==> src/rtl/cfgp_pkg.sv <==
package cfgp_pkg;

  localparam int OFS_GIE   = 32'h01C;
  localparam int OFS_ISR   = 32'h020;
  localparam int OFS_IER   = 32'h028;
  localparam int OFS_WF    = 32'h100;
  localparam int OFS_RF    = 32'h104;
  localparam int OFS_RSIZE = 32'h108;
  localparam int OFS_CTRL  = 32'h10C;
  localparam int OFS_STAT  = 32'h110;
  localparam int OFS_VAC   = 32'h114;
  localparam int OFS_OCC   = 32'h118;

  typedef enum logic [3:0] {
    SEL_NONE, SEL_GIE, SEL_ISR, SEL_IER, SEL_RF,
    SEL_RSIZE, SEL_CTRL, SEL_STAT, SEL_VAC, SEL_OCC
  } rd_sel_e;

  typedef enum logic [1:0] {ST_IDLE, ST_FLUSH, ST_READ} state_e;

  typedef struct packed {
    logic    wfPush;
    logic    rfPop;
    logic    rfPush;
    logic    wrGie;
    logic    wrIsr;
    logic    wrIer;
    logic    wrRsize;
    logic    flushing;
    logic    readback;
    logic    eos;
    logic    rdEn;
    rd_sel_e rdSel;
  } strobe_t;

endpackage

==> src/rtl/cfgp_fifo.sv <==
module cfgp_fifo #(
  parameter int WIDTH = 32,
  parameter int DEPTH = 16,
  localparam int PTR_W = (DEPTH > 1) ? $clog2(DEPTH) : 1,
  localparam int CNT_W = $clog2(DEPTH + 1)
) (
  input  logic             clk,
  input  logic             rstN,
  input  logic             push,
  input  logic             pop,
  input  logic [WIDTH-1:0] wrData,
  output logic [WIDTH-1:0] rdData,
  output logic [CNT_W-1:0] count,
  output logic             full,
  output logic             empty
);
  logic [WIDTH-1:0] mem [DEPTH];
  logic [PTR_W-1:0] wrPtr, rdPtr;
  logic doPush, doPop;

  assign full   = (count == CNT_W'(DEPTH));
  assign empty  = (count == '0);
  assign doPush = push && !full;
  assign doPop  = pop && !empty;
  assign rdData = mem[rdPtr];

  function automatic logic [PTR_W-1:0] nextPtr(input logic [PTR_W-1:0] p);
    return (p == PTR_W'(DEPTH - 1)) ? '0 : p + 1'b1;
  endfunction

  always_ff @(posedge clk) begin
    if (!rstN) begin
      wrPtr <= '0;
      rdPtr <= '0;
      count <= '0;
    end else begin
      if (doPush) begin
        mem[wrPtr] <= wrData;
        wrPtr      <= nextPtr(wrPtr);
      end
      if (doPop) rdPtr <= nextPtr(rdPtr);
      case ({doPush, doPop})
        2'b10:   count <= count + 1'b1;
        2'b01:   count <= count - 1'b1;
        default: count <= count;
      endcase
    end
  end

  // occupancy never exceeds the storage depth
  p_count_bound_r2: assert property (@(posedge clk) disable iff (!rstN)
    count <= CNT_W'(DEPTH));

  // a push into a full FIFO without a pop leaves the count unchanged
  p_full_push_hold_r3: assert property (@(posedge clk) disable iff (!rstN)
    (full && push && !pop) |=> (count == $past(count)));

endmodule

==> src/rtl/cfgp_control.sv <==
module cfgp_control
  import cfgp_pkg::*;
#(
  parameter int ADDR_W  = 13,
  parameter int RSIZE_W = 16
) (
  input  logic               clk,
  input  logic               rstN,
  input  logic               regWrEn,
  input  logic               regRdEn,
  input  logic [ADDR_W-1:0]  regAddr,
  input  logic [1:0]         ctrlBits,
  input  logic [RSIZE_W-1:0] readSize,
  input  logic               wfEmpty,
  input  logic               cfgInValid,
  output strobe_t            strb
);
  state_e             state;
  logic [RSIZE_W-1:0] remaining;
  logic               eosReg;
  logic [31:0]        addrW;
  logic               ctrlHit;

  assign addrW   = 32'(regAddr);
  assign ctrlHit = regWrEn && (addrW == OFS_CTRL);

  always_comb begin
    strb          = '0;
    strb.wfPush   = regWrEn && (addrW == OFS_WF);
    strb.wrGie    = regWrEn && (addrW == OFS_GIE);
    strb.wrIsr    = regWrEn && (addrW == OFS_ISR);
    strb.wrIer    = regWrEn && (addrW == OFS_IER);
    strb.wrRsize  = regWrEn && (addrW == OFS_RSIZE);
    strb.rfPop    = regRdEn && (addrW == OFS_RF);
    strb.rfPush   = (state == ST_READ) && cfgInValid;
    strb.flushing = (state == ST_FLUSH);
    strb.readback = (state == ST_READ);
    strb.eos      = eosReg;
    strb.rdEn     = regRdEn;
    case (addrW)
      OFS_GIE:   strb.rdSel = SEL_GIE;
      OFS_ISR:   strb.rdSel = SEL_ISR;
      OFS_IER:   strb.rdSel = SEL_IER;
      OFS_RF:    strb.rdSel = SEL_RF;
      OFS_RSIZE: strb.rdSel = SEL_RSIZE;
      OFS_CTRL:  strb.rdSel = SEL_CTRL;
      OFS_STAT:  strb.rdSel = SEL_STAT;
      OFS_VAC:   strb.rdSel = SEL_VAC;
      OFS_OCC:   strb.rdSel = SEL_OCC;
      default:   strb.rdSel = SEL_NONE;
    endcase
  end

  always_ff @(posedge clk) begin
    if (!rstN) begin
      state     <= ST_IDLE;
      remaining <= '0;
      eosReg    <= 1'b0;
    end else begin
      case (state)
        ST_IDLE: begin
          if (ctrlHit && ctrlBits[0]) begin
            state <= ST_FLUSH;
          end else if (ctrlHit && ctrlBits[1] && (readSize != '0)) begin
            state     <= ST_READ;
            remaining <= readSize;
          end
        end
        ST_FLUSH: begin
          if (wfEmpty) begin
            state  <= ST_IDLE;
            eosReg <= 1'b1;
          end
        end
        ST_READ: begin
          if (cfgInValid) begin
            remaining <= remaining - 1'b1;
            if (remaining == RSIZE_W'(1)) state <= ST_IDLE;
          end
        end
        default: state <= ST_IDLE;
      endcase
    end
  end

  // a flush is never followed directly by a readback
  p_no_read_after_flush_r9: assert property (@(posedge clk) disable iff (!rstN)
    (state == ST_FLUSH) |=> (state != ST_READ));

  // each accepted input word lowers the outstanding count by one
  p_remaining_step_r6: assert property (@(posedge clk) disable iff (!rstN)
    (state == ST_READ && cfgInValid && remaining > RSIZE_W'(1))
      |=> (remaining == $past(remaining) - 1'b1));

  // end-of-startup never clears
  p_eos_sticky_r5: assert property (@(posedge clk) disable iff (!rstN)
    eosReg |=> eosReg);

endmodule

==> src/rtl/cfgp_datapath.sv <==
module cfgp_datapath
  import cfgp_pkg::*;
#(
  parameter int WF_DEPTH = 16,
  parameter int RF_DEPTH = 8,
  parameter int RSIZE_W  = 16,
  localparam int WF_CNT_W = $clog2(WF_DEPTH + 1),
  localparam int RF_CNT_W = $clog2(RF_DEPTH + 1)
) (
  input  logic               clk,
  input  logic               rstN,
  input  strobe_t            strb,
  input  logic [31:0]        regWrData,
  output logic [31:0]        regRdData,
  output logic [RSIZE_W-1:0] readSize,
  output logic               wfEmpty,
  output logic               cfgOutValid,
  input  logic               cfgOutReady,
  output logic [31:0]        cfgOutData,
  input  logic [31:0]        cfgInData
);
  logic [WF_CNT_W-1:0] wfCount;
  logic [RF_CNT_W-1:0] rfCount;
  logic                wfFull, rfFull, rfEmpty, wfPop;
  logic [31:0]         rfHead, rdMux;
  logic                gieBit, ovfFlag;
  logic [3:0]          ierBits;

  assign cfgOutValid = strb.flushing && !wfEmpty;
  assign wfPop       = cfgOutValid && cfgOutReady;

  cfgp_fifo #(.WIDTH(32), .DEPTH(WF_DEPTH)) i_wrFifo (
    .clk(clk), .rstN(rstN), .push(strb.wfPush), .pop(wfPop),
    .wrData(regWrData), .rdData(cfgOutData), .count(wfCount),
    .full(wfFull), .empty(wfEmpty)
  );

  cfgp_fifo #(.WIDTH(32), .DEPTH(RF_DEPTH)) i_rdFifo (
    .clk(clk), .rstN(rstN), .push(strb.rfPush), .pop(strb.rfPop),
    .wrData(cfgInData), .rdData(rfHead), .count(rfCount),
    .full(rfFull), .empty(rfEmpty)
  );

  always_ff @(posedge clk) begin
    if (!rstN) begin
      gieBit   <= 1'b0;
      ierBits  <= '0;
      ovfFlag  <= 1'b0;
      readSize <= '0;
    end else begin
      if (strb.wrGie)   gieBit   <= regWrData[0];
      if (strb.wrIer)   ierBits  <= regWrData[3:0];
      if (strb.wrRsize) readSize <= regWrData[RSIZE_W-1:0];
      if (strb.wfPush && wfFull)              ovfFlag <= 1'b1;
      else if (strb.wrIsr && regWrData[0])    ovfFlag <= 1'b0;
    end
  end

  always_comb begin
    case (strb.rdSel)
      SEL_GIE:   rdMux = {31'b0, gieBit};
      SEL_ISR:   rdMux = {31'b0, ovfFlag};
      SEL_IER:   rdMux = {28'b0, ierBits};
      SEL_RF:    rdMux = rfEmpty ? 32'b0 : rfHead;
      SEL_RSIZE: rdMux = 32'(readSize);
      SEL_CTRL:  rdMux = {30'b0, strb.readback, strb.flushing};
      SEL_STAT:  rdMux = {29'b0, strb.eos, 1'b0, !(strb.flushing || strb.readback)};
      SEL_VAC:   rdMux = 32'(WF_DEPTH) - 32'(wfCount);
      SEL_OCC:   rdMux = 32'(rfCount);
      default:   rdMux = 32'b0;
    endcase
  end

  always_ff @(posedge clk) begin
    if (!rstN)          regRdData <= '0;
    else if (strb.rdEn) regRdData <= rdMux;
  end

  // overflow flag stays set unless cleared by a write of 1
  p_ovf_sticky_r3: assert property (@(posedge clk) disable iff (!rstN)
    (ovfFlag && !(strb.wrIsr && regWrData[0])) |=> ovfFlag);

  // a stalled output word is held until accepted
  p_out_hold_r4: assert property (@(posedge clk) disable iff (!rstN)
    (cfgOutValid && !cfgOutReady) |=> (cfgOutValid && $stable(cfgOutData)));

  // a flush only finishes after the write FIFO has drained
  p_flush_drained_r4: assert property (@(posedge clk) disable iff (!rstN)
    $fell(strb.flushing) |-> $past(wfEmpty));

  // the read FIFO never reports full and empty together
  p_rf_flags_r12: assert property (@(posedge clk) disable iff (!rstN)
    !(rfFull && rfEmpty));

endmodule

==> src/rtl/cfg_access_ctrl.sv <==
module cfg_access_ctrl
  import cfgp_pkg::*;
#(
  parameter int ADDR_W   = 13,
  parameter int WF_DEPTH = 16,
  parameter int RF_DEPTH = 8,
  parameter int RSIZE_W  = 16
) (
  input  logic              clk,
  input  logic              rstN,
  input  logic              regWrEn,
  input  logic              regRdEn,
  input  logic [ADDR_W-1:0] regAddr,
  input  logic [31:0]       regWrData,
  output logic [31:0]       regRdData,
  output logic              cfgOutValid,
  input  logic              cfgOutReady,
  output logic [31:0]       cfgOutData,
  output logic              cfgRdActive,
  input  logic              cfgInValid,
  input  logic [31:0]       cfgInData
);
  strobe_t            strb;
  logic [RSIZE_W-1:0] readSize;
  logic               wfEmpty;

  assign cfgRdActive = strb.readback;

  cfgp_control #(.ADDR_W(ADDR_W), .RSIZE_W(RSIZE_W)) i_control (
    .clk(clk), .rstN(rstN), .regWrEn(regWrEn), .regRdEn(regRdEn),
    .regAddr(regAddr), .ctrlBits(regWrData[1:0]), .readSize(readSize),
    .wfEmpty(wfEmpty), .cfgInValid(cfgInValid), .strb(strb)
  );

  cfgp_datapath #(.WF_DEPTH(WF_DEPTH), .RF_DEPTH(RF_DEPTH), .RSIZE_W(RSIZE_W)) i_datapath (
    .clk(clk), .rstN(rstN), .strb(strb), .regWrData(regWrData),
    .regRdData(regRdData), .readSize(readSize), .wfEmpty(wfEmpty),
    .cfgOutValid(cfgOutValid), .cfgOutReady(cfgOutReady),
    .cfgOutData(cfgOutData), .cfgInData(cfgInData)
  );

endmodule

==> config.mk <==
export PLATFORM = sky130hd
export DESIGN_NAME = cfg_access_ctrl
export DESIGN_NICKNAME = d
export VERILOG_FILES = /design/src/rtl/cfgp_pkg.sv /design/src/rtl/cfgp_fifo.sv /design/src/rtl/cfgp_control.sv /design/src/rtl/cfgp_datapath.sv /design/src/rtl/cfg_access_ctrl.sv
export SDC_FILE = /design/constraint.sdc
export NUM_CORES = 1
export LEC_CHECK = 0
export BUFFER_PORTS_ARGS = -buffer_cell sky130_fd_sc_hd__buf_2
export CAP_MARGIN = 10
export CORE_MARGIN = 2
export CORE_UTILIZATION = 47
export DETAILED_ROUTE_END_ITERATION = 10
export GPL_TIMING_DRIVEN = 0
export SETUP_SLACK_MARGIN = 0.15
export SLEW_MARGIN = 20
export SYNTH_ARGS = -nofsm -noshare
export SYNTH_HDL_FRONTEND = slang
export SYNTH_SLANG_ARGS = --single-unit
export TNS_END_PERCENT = 100
==> constraint.sdc <==
create_clock -name clk -period 6 [get_ports clk]
set_input_delay 0.3 -clock clk [delete_from_list [all_inputs] [get_ports clk]]
set_output_delay 0.3 -clock clk [all_outputs]
set_load 0.1 [all_outputs]
==> metrics.md <==
| Metric | Value |
|---|---|
| Grt total ovfl | 0 |
| Compound-Gate Fraction of Synth Area | 0.03359 |
| Hold Vio Cnt, Final | 0 |
| Vias in the first global route | 18,820 |
| Vias/cell | 5.761 |
| Synth Area in Simple Gates | 0.04125 |
| Die Ht | 274.2 um |
| Layout Skew | ~0.022 ns |
| Logic pwr share | 0.013 |
| Residual DRC | 0 |
| Arr. time, crit path | 3.80 ns |
| CTS Sinks | slightly below 900 |
| CP Class | reg2out |
| CP peak stage delay | 0.79 ns |
| Die width | roughly 270 um |
| Pwr dens | 299.2 nW/um^2 |
| Max Cap Viol | 0 |
| Placed cell count | about 2,900 |
| CP required | 5.70 ns |
| Main combinational cell family by area after synthesis | multiplexers |
| Most common cell after layout, fill and taps aside | edfxtp_1 |
| Post-layout util | 0.5588 |
| Syn Area/Cell | around 19 um^2 |
| Layout net count | 2,184 |
| Post-Layout Inst Area | 40,560 um^2 |
| Fin crit period | slightly above 4 ns |
| Final WL | 81,430 um |
| RSZ-0062 raised after global routing | false |
| Non-filler cells, final | 3,106 |
| Post-synthesis mux area share | 0.1660 |
| Async set-reset flop share out of synthesis | 0 |
| Internal power of the cells | 9695 uW |
| Status | complete, no violations |
| Antenna viol nets, final | 0 |
| Clk buf depth | 3 |
| Row count | between 90 and 100 |
| I/O Buffers | 143 |
| Worst Slack Setup Final | about 1.9 ns |
| Crit start category | flop |
| Layout cells sized above 1 | 0.3071 |
| Mapped Nets | 1,869 |
| Critical path fanouts, max | 10 |
| 1st-iter DRT viols | 1,650 |
| Most frequent cells in the layout | edfxtp_1 (768), mux4_2 (224), buf_2 (162) |
| Synth Instances | 1,760 |
| Largest net degree at the start of global routing | 33 |
| Clk slew on worst S/H paths | 0.06 ns |
| Part of the power in registers | 0.542 |
| Final GP Congestion | 0.8678 |
| Total track usage | 0.2204 |
| Setup_tns | 0 ns |
| Number of enable flip-flop cells after synthesis | 768 |
| FMAX | 243.7 MHz |
| Worst path most repeated cell | mux4_2 |
| Root Driver | clkbuf_16 |
| FF+latch count, synth | 871 |
| Max Slew Vio Count | 0 |
| Area Overhead vs Synth | 18.25% |
| Cell Chain, Critical Path | clkbuf_1 -> buf_1 -> mux4_2 -> mux4_2 -> buf_2 |
| Wirelength per Cell | 26.22 um |
| Post-Place Cell Area | about 37,000 um^2 |
| First drt pass iteration count | 5 |
| Critical path endpoint category | output port |
| Ports | ~150 |
| Synth Flop Type | edfxtp_1 |
| H-tree Lvls | 3 |
| VDD IR max | ~0.27 mV |
| Hold depth | 1 |
| Share of the yosys chip area belonging to registers | 0.7324 |
| Critical-path top delay cell | buf_1 |
| Rel. slew slack | 0.2912 |
| Total number of vias | 17,890 |
| Cells on worst reg2reg path | 16 |
| Worst Hold Class | in2reg |
| Mapped Area | 34,300 um^2 |
| Core area | 72,590 um^2 |
| Setup violators final | 0 |
| Leak | 0.01292 uW |
| Sw frac | 0.2013 |
| Die area | ~75,000 um^2 |
| Num CTS Buffers | 88 |
| Period utilisation layout | 0.6840 |
| Initial Util | 0.4726 |
| Clock group share of total power | 0.444 |
| Synth Area in Adders | 0.009921 |
| Synth Area in XOR/XNOR | 0.002553 |
| CTS tree | yes |
| Skew-Pair Late Insertion Delay | 0.65 ns |
| Post-CTS setup buffer count | 0 |
| Worst Max-Slew Pin Slew | between 1 and 1.5 ns |
| Synth cell types | between 70 and 80 |
| Fillers | 5,571 |
| DP Worst Slack | 2.115 ns |
| Ys Warns | 0 |
| First-pass GRT wire length | 121,000 um |
| Psw | 2443 uW |
| Initial antenna violation count | 5 |
| Hpwl dp | 53,090 um |
[power groups by stage]
stage / registers (uW) / logic (uW) / clock network [uW]
after CTS: 6580 / 161 / 5500
after floorplan: 6710 / 27.5 / 0
final: 6580 / 162 / 5390
after detailed placement: 6710 / 139 / 0
after global routing: 6580 / 176 / 5730
after global placement: 6710 / 129 / 0
[logic make-up (layout without fill, tap and decap cells)]
| logic type | after synthesis | after routing |
|---|---|---|
| multiplexers | 285 | 285 |
| AO/OA/AOI/OAI | 179 | 179 |
| other | 0 | 1 |
| AND/OR/NAND/NOR | 270 | 270 |
| flip-flops | 871 | 871 |
| XOR/XNOR | 10 | 10 |
| buffers and inverters | 119 | 505 |
| adder cells (fa/ha/maj) | 26 | 26 |
[layer usage]
layer	wire [um]	vias to the layer above	global-route usage
met5	67	-	0
met4	2130	10	0.07094
met3	4186	126	0.03713
met1	33250	9443	0.2859
met2	41790	461	0.3803
li1	-	7854	-
[synth_stat cells (24+ instances only)]
cell | n | area, um^2
nand2_1 | 81 | 304.0
ha_1 | 24 | 300.3
edfxtp_1 | 768 | 23060
inv_1 | 27 | 101.4
nor2_1 | 74 | 277.8
o21ai_1 | 34 | 170.2
a21oi_1 | 62 | 310.3
dfxtp_1 | 103 | 2062
mux4_2 | 224 | 5045
mux2_2 | 32 | 360.4
clkbuf_1 | 49 | 183.9
mux2i_1 | 29 | 290.3
[stage by stage]
| step | hold WS (ns) | power (uW) |
|---|---|---|
| 3_3_place_gp | 0.4385 | 6840 |
| 5_1_grt | 0.02286 | 12480 |
| 4_1_cts | 0.003070 | 12240 |
| 6_report | 0.03220 | 12140 |
| 3_5_place_dp | 0.4416 | 6851 |
| 2_1_floorplan | 0.3989 | 6742 |
[timing repair]
item / 4_1_cts / 5_1_grt
hold buffers: 41 / 0
gates resized for setup: 0 / 0
endpoints found under the hold margin: 363 / 0
[area by class of cell]
class                      instances  area (um^2)  share of cell area
timing repair buffer             225         2032             0.05009
clock buffer                     101         2292             0.05651
antenna                            1        2.502          0.00006169
buffer                            90        394.1            0.009717
multi-input combinational        770         8846              0.2181
tap                              959         1200             0.02958
clock inverter                    60        563.0             0.01388
inverter                          29        108.9            0.002684
sequential                       871        25120              0.6194
[state kept, by name, summed over array words and instances (netlist names), named ones only]
register / cells
i_control.state: 2
i_datapath.i_rdFifo.count: 4
i_datapath.i_rdFifo.rdPtr: 3
i_control.remaining: 16
i_datapath.i_rdFifo.mem: 256
i_control.eosReg: 1
i_datapath.i_wrFifo.rdPtr: 4
i_datapath.gieBit: 1
i_datapath.i_wrFifo.count: 5
i_datapath.i_rdFifo.wrPtr: 3
i_datapath.ierBits: 4
i_datapath.regRdData: 32
i_datapath.readSize: 16
i_datapath.ovfFlag: 1
i_datapath.i_wrFifo.mem: 512
i_datapath.i_wrFifo.wrPtr: 4
[critical path, delay by kind of cell (launching register included)]
| kind | cells | cell delay [ns] |
|---|---|---|
| mux | 2 | 1.15 |
| buf+inv | 3 | 1.67 |
| flops | 1 | 0.34 |
[path summary, 6_finish.rpt]
path	startpoint	to	slack, ns
worst max-delay path	flop	cfgOutData[10]	1.90
worst min-delay path	regWrData[22]	i_datapath.i_wrFifo.mem[4][22]	0.03
worst max register to register	i_datapath.i_wrFifo.count[0]	i_datapath.i_wrFifo.count[4]	2.34
worst min register to register	i_datapath.regRdData[31]	i_datapath.regRdData[31]	0.45
Power figures use the tool's default switching activity.
